`src/rtl/tape_stepper.sv`:
```
module tape_stepper #(
  parameter int CLK_HZ  = 74000,
  parameter int STEP_US = 5000
) (
  input  logic       clk,
  input  logic       rst_n,
  input  logic [7:0] port_addr,
  input  logic       rd_en,
  input  logic       wr_en,
  input  logic [3:0] wr_data,
  output logic [3:0] rd_data,
  input  logic       tape_present,
  input  logic       src_valid,
  input  logic [7:0] src_data,
  output logic       src_pop
);
  localparam longint unsigned PROD = longint'(CLK_HZ) * longint'(STEP_US);
  localparam int STEP_CYC = int'((PROD + 64'd999_999) / 64'd1_000_000);
  localparam int CW = $clog2(STEP_CYC + 1);

  logic [7:0]    byte_q;
  logic          ready_q, step_q, adv_q, tp_q;
  logic [CW-1:0] cnt_q;

  wire wr_ctl  = wr_en && port_addr[7:4] == 4'h4;
  wire tchg    = tape_present != tp_q;
  wire start   = wr_ctl && !wr_data[3] && !adv_q && !step_q && !tchg;
  wire expire  = step_q && cnt_q == '0 && !tchg;
  assign src_pop = expire && tape_present && src_valid;

  always_ff @(posedge clk) begin
    if (!rst_n) begin
      byte_q  <= 8'hFF;
      ready_q <= 1'b0;
      step_q  <= 1'b0;
      adv_q   <= 1'b0;
      tp_q    <= 1'b0;
      cnt_q   <= '0;
    end else begin
      tp_q <= tape_present;
      if (wr_ctl) adv_q <= !wr_data[3];
      if (tchg) begin
        byte_q  <= tape_present ? 8'h00 : 8'hFF;
        ready_q <= 1'b0;
        step_q  <= 1'b0;
      end else if (expire) begin
        step_q  <= 1'b0;
        byte_q  <= src_pop ? src_data : 8'hFF;
        ready_q <= src_pop;
      end else if (step_q) begin
        cnt_q <= cnt_q - 1'b1;
      end else if (start) begin
        step_q  <= 1'b1;
        ready_q <= 1'b0;
        cnt_q   <= CW'(STEP_CYC - 1);
      end
    end
  end

  always_comb begin
    rd_data = 4'h0;
    if (rd_en)
      case (port_addr[7:4])
        4'h4:    rd_data = {3'b000, ready_q};
        4'h6:    rd_data = ~byte_q[3:0];
        4'h7:    rd_data = ~byte_q[7:4];
        default: rd_data = 4'h0;
      endcase
  end

  p_pop_needs_source_r5: assert property (@(posedge clk) disable iff (!rst_n)
    src_pop |-> (src_valid && tape_present && step_q));
  p_pop_sets_ready_r5: assert property (@(posedge clk) disable iff (!rst_n)
    src_pop |=> (ready_q && step_q == 1'b0));
  p_start_clears_ready_r4: assert property (@(posedge clk) disable iff (!rst_n)
    start |=> (!ready_q && step_q));
  p_busy_ignores_advance_r3: assert property (@(posedge clk) disable iff (!rst_n)
    (step_q && cnt_q != '0 && !tchg && wr_ctl) |=> (step_q && cnt_q == $past(cnt_q) - 1'b1));
  p_removal_blanks_r8: assert property (@(posedge clk) disable iff (!rst_n)
    (tchg && !tape_present) |=> (byte_q == 8'hFF && !ready_q && !step_q));
  p_insert_clears_r7: assert property (@(posedge clk) disable iff (!rst_n)
    (tchg && tape_present) |=> (byte_q == 8'h00 && !ready_q && !step_q));
endmodule

```
`config.mk`:
```
export PLATFORM = sky130hd
export DESIGN_NAME = tape_stepper
export DESIGN_NICKNAME = d
export VERILOG_FILES = /design/src/rtl/tape_stepper.sv
export SDC_FILE = /design/constraint.sdc
export NUM_CORES = 1
export LEC_CHECK = 0
export BUFFER_PORTS_ARGS = -buffer_cell sky130_fd_sc_hd__buf_4
export CAP_MARGIN = 20
export CORE_AREA = 5 5 56 58
export CTS_BUF_LIST = sky130_fd_sc_hd__clkbuf_16
export DETAILED_ROUTE_END_ITERATION = 16
export DIE_AREA = 0 0 61 63
export GPL_ROUTABILITY_DRIVEN = 0
export GPL_TIMING_DRIVEN = 0
export PLACE_DENSITY = 0.7
export SYNTH_ARGS = -nofsm -noshare
export SYNTH_HDL_FRONTEND = slang
export SYNTH_SLANG_ARGS = --single-unit
```
`constraint.sdc`:
```
create_clock -name clk -period 1.65 [get_ports clk]
set_input_delay 0.165 -clock clk [delete_from_list [all_inputs] [get_ports clk]]
set_output_delay 0.165 -clock clk [all_outputs]
set_load 0.05 [all_outputs]
```
# Yosys cells after proc, flatten, opt, wreduce, memory -nomap -nowiden
# Index checks and enable logic that the tools add are counted.
[word_totals] reg_bits=21 latch_bits=0 mem_bits_rw=0 mem_bits_ro=0 in_bits=26 elab_cells=51 memories=0
[op_classes] n_addsub=1 n_mul=0 div=0 order_cmp=0 n_eq_ne=5 shifts=0 n_mux=13 bitwise_logic=5 reduce_logical=21
[ops] operator="two-way mux 8 bit" count=4
[ops] operator="two-way mux 9 bit" count=2
[ops] operator="== test 4 x 3 -> 1 bit, second input constant" count=3
[ops] operator="case mux 4 bit (3 select lines)" count=1
[ops] operator="logical AND 1 bit" count=9
[ops] operator="logical NOT 9 bit" count=1
[ops] operator="subtractor 9 x 1 -> 9 bit, second input constant" count=1
[ops] operator="NOT 4 bit" count=2
[ops] operator="nonzero test 2 bit" count=3
[ops] operator="two-way mux 1 bit" count=5
[ops] operator="logical NOT 1 bit" count=4
[ops] operator="two-way mux 4 bit" count=1
[ops] operator="NOT 1 bit" count=3
[ops] operator="AND reduction 3 bit" count=1
[ops] operator="OR reduction 3 bit" count=1
[ops] operator="inequality test 2 x 1 -> 1 bit, second input constant" count=1
[ops] operator="AND reduction 2 bit" count=1
[ops] operator="OR reduction 2 bit" count=1
[ops] operator="inequality test 1 bit" count=1

# Longest topological paths before layout
[depth] ltp_word=9 mapped_depth=7 ltp_nobuf=6

# Worst setup path after synthesis
# No wires, ideal clock.
[synth_path] path_type="input to output" start="input port_addr[6]" end="output rd_data[1]" t_arrival_ns=1.722 path_slack_ns=-0.237 path_stages=3 n_path_buf=0 cell_sequence="nor2b_1 nand3_1 a211oi_1"
[synth_via] elab_chain_cells=3 elab_cells_between_ends=5 classes_between="eq/ne (3); mux (2)"
[synth_rtl] item="from (decl)" line="7" rtl="input logic [7:0] port_addr,"
[synth_rtl] item="== test 4 x 3 -> 1 bit" line="63" rtl="case (port_addr[7:4])"
[synth_rtl] item="case mux 4 bit (3 select lines) (*)" line="63"
[synth_rtl] item="two-way mux 4 bit (*)" line="62" rtl="if (rd_en)"
[synth_rtl] item="to (decl)" line="11" rtl="output logic [3:0] rd_data,"
# Every way passes the cells marked *; elsewhere a longest branch is shown, timed or not.

# Worst setup path after layout
[layout_path] start="register cnt_q[0]" end="register cnt_q[6]"
[layout_via] elab_chain_cells=5 elab_cells_between_ends=7 classes_between="add/sub (1); mux (1); bitwise (1); reduce/logical (4)"
[layout_rtl] item="from (decl)" line="23" rtl="logic [CW-1:0] cnt_q;"
[layout_rtl] item="from (signal assigned)" line="51" rtl="cnt_q <= cnt_q - 1'b1;"
[layout_rtl] item="from (signal assigned)" line="55" rtl="cnt_q <= CW'(STEP_CYC - 1);"
[layout_rtl] item="parallel branches: the longest is 5 deep, another holds subtractor 9 x 1 -> 9 bit"
# Parallel ways; which one is timed is not known.
# A chain may end at the register's enable or synchronous reset.

==> impl_metrics.env <==
export IMPL_fillerInstances=216
export IMPL_synth_edff_count=0
export IMPL_placedInstanceArea_sq_um=1310
export IMPL_synth_top_cell_by_area="dfxtp_1"
export IMPL_syn_num_nets=157
export IMPL_finalCriticalPeriod_ns=1.96
export IMPL_fp_row_count=19
export IMPL_peakVddDrop_v=0.000765
export IMPL_drc=0
export IMPL_start_kind="flop"
export IMPL_dr_pass1_iters=4
export IMPL_cts_made_buffers=3
export IMPL_drt_vias_per_instance=5.99
export IMPL_drive_above_1_share=0.441
export IMPL_r2r_start="cnt_q[0]"
export IMPL_vias=1204
export IMPL_min_path_type="in -> reg"
export IMPL_yosysWarnings=0
export IMPL_synth_seq_cells=21
export IMPL_finish_instance_area_sq_um=1690
export IMPL_grt_usage=0.176
export IMPL_wl_per_cell_um=17.2
export IMPL_critPathLaunch="cnt_q[0]"
export IMPL_rsz0062_at_grt="yes"
export IMPL_final_hold_viol_count=0
export IMPL_ant_nets=0
export IMPL_core_sq_um=2620
export IMPL_max_cap_viol_count=0
export IMPL_syn_cell_area_sq_um=1100
export IMPL_grt_remaining_overflow=0
export IMPL_hpwlAfterDp_um=2030
export IMPL_antenna_found_initial=0
export IMPL_clk_latency_ns=0.25
export IMPL_wirelength_um=3460
export IMPL_synthTopCellsByArea="dfxtp_1 (38%), nor2_1 (5.5%), o211ai_1 (4.8%), a211oi_1 (3.4%), nand2_1 (3.4%)"
export IMPL_clk_pin_slew_worst_paths_ns=0.06
export IMPL_cp_end_kind="flop"
export IMPL_ctsHtreeMaxLevel=1
export IMPL_hold_buffers=0
export IMPL_yosysTopAreaCellShare=0.383
export IMPL_cts_sinks=21
export IMPL_grt_max_degree=13
export IMPL_worstPathRequired_ns=1.83
export IMPL_fin_hold_ws_ns=0.128
export IMPL_io_buffers=22
export IMPL_fp_dieW_um=61
export IMPL_die_y_um=63
export IMPL_setup_viol=16
export IMPL_grt_pass1_vias=1172
export IMPL_start_util=0.420
export IMPL_root_buffer="clkbuf_16"
export IMPL_antenna_cells=0
export IMPL_violations="setup timing"
export IMPL_die_area_sq_um=3840
export IMPL_cellPowerDensity_nw_per_um2=764
export IMPL_avgSynthCellArea_sq_um=8.44
export IMPL_syn2layout_area_growth_pct=53.7
export IMPL_maxSlewHeadroom=0.618
export IMPL_ys_seq_area_frac=0.383
export IMPL_nets=198
export IMPL_status="finished, violations left"
export IMPL_clock_fmax_ghz=0.509
export IMPL_cp_data_arrival_time_ns=2.14
export IMPL_grt_pass1_wl_um=5270
export IMPL_hp_start="wr_data[3]"
export IMPL_drt_iter0_markers=48
export IMPL_cts_tree="yes"
export IMPL_drv_slew=0
export IMPL_synthArstFlopShare=0
export IMPL_synth_cell_types=42
export IMPL_io_pin_count=31
export IMPL_critPathKind="reg -> reg"
export IMPL_clock_path_buffers=2
export IMPL_syn_inst=130
export IMPL_path_max_fanout=3
export IMPL_max_slew_worst_pin_slew_ns=0.565
export IMPL_fin_skew_ns=0.00259
export IMPL_leakagePower_nw=0.638
export IMPL_synth_ff_type="dfxtp_1"
export IMPL_fin_ws_ns=-0.313
export IMPL_finalCritPeriodShare=1.19
export IMPL_utilization=0.645
area by class of cell:
type                            instances  area, sq um  share of cell area
Buffer                                  4         35.0              0.0208
Timing Repair Buffer                   36          298               0.177
Clock inverter                          1         5.00             0.00297
Multi-Input combinational cell         96          774               0.459
Tap cell                               31         38.8              0.0230
Sequential cell                        21          423               0.251
Clock buffer                            3         75.1              0.0445
Inverter                                9         37.5              0.0223
metrics by stage:
stage / power [mW] / setup TNS, ns / worst slack [ns] / instances
2_1_floorplan: 0.654 / -0.835 / -0.237 / 130
3_3_place_gp: 0.711 / -1.70 / -0.254 / 183
3_5_place_dp: 0.718 / -1.85 / -0.249 / 183
4_1_cts: 1.27 / -1.24 / -0.265 / 196
5_1_grt: 1.33 / -3.46 / -0.382 / 201
6_report: 1.29 / -2.21 / -0.313 / 201
routing by layer:
metal	vias to the layer above	global-route usage	wire length (um)
li1	569	-	-
met3	10	0.0269	212
met1	576	0.227	1390
met2	49	0.286	1760
met4	0	0.0705	91
met5	-	0	0
cells by family after synthesis:
family | after synthesis | synth area share
compound gates | 38 | 0.244
xor+xnor | 1 | 0.00798
fa+ha+maj | 1 | 0.0114
buf+inv | 13 | 0.0468
flops | 21 | 0.383
mux | 1 | 0.00912
simple gates | 55 | 0.298
registers in the layout (all words and copies together) (netlist names):
name and flops:
tp_q 1, ready_q 1, adv_q 1, byte_q 8, step_q 1, cnt_q 9
worst max-delay path, cell delays in order (launching register included):
cell,delay (ns)
dfxtp_2,0.33
inv_2,0.06
ha_4,0.12
nor3b_4,0.23
buf_6,0.14
or4b_4,0.46
or3_4,0.38
a31oi_2,0.16
synth_stat cells, types with 2 or more instances:
library cell	n
a211oi_1	5
a21oi_1	6
a311oi_1	4
a31o_2	2
a31oi_1	2
buf_2	2
clkbuf_1	2
dfxtp_1	21
inv_1	8
nand2_1	10
nand3_1	2
nor2_1	16
nor2b_1	4
nor3_1	4
o211ai_1	7
o21ai_0	3
o31ai_1	3
or3_1	4
or4_1	2
placed cells by master (no fill, tap or decap), drive strengths merged, types with 2 or more instances in the layout:
| master | n |
|---|---|
| a211oi | 5 |
| a21oi | 6 |
| a311oi | 4 |
| a31o | 2 |
| a31oi | 2 |
| buf | 39 |
| clkbuf | 4 |
| clkinv | 2 |
| dfxtp | 21 |
| inv | 7 |
| nand2 | 10 |
| nand3 | 2 |
| nor2 | 16 |
| nor2b | 4 |
| nor3 | 4 |
| nor4b | 2 |
| o211ai | 7 |
| o21ai | 4 |
| o31ai | 3 |
| or3 | 4 |
| or4 | 2 |
| or4b | 2 |
repair_timing:
action                                  in CTS  in global routing
gates resized for setup                     26                 14
buffers inserted                             9                  5
endpoints found under the setup margin      17                 17
pin swaps                                    7                  6
power by group:
group	total (mW)	switching (mW)	leakage, nW	internal [mW]
logic	0.228	0.116	0.424	0.112
clock network	0.514	0.188	0.0409	0.326
registers	0.548	0.0159	0.173	0.532
final timing paths:
kind                to  slack (ns)  depth (start not counted)
max           cnt_q[6]       -0.31                          7
min              adv_q        0.13                          2
max reg2reg   cnt_q[6]       -0.31                          7
min reg2reg  byte_q[3]        0.48                          2
(Power assumes the default switching activity.)
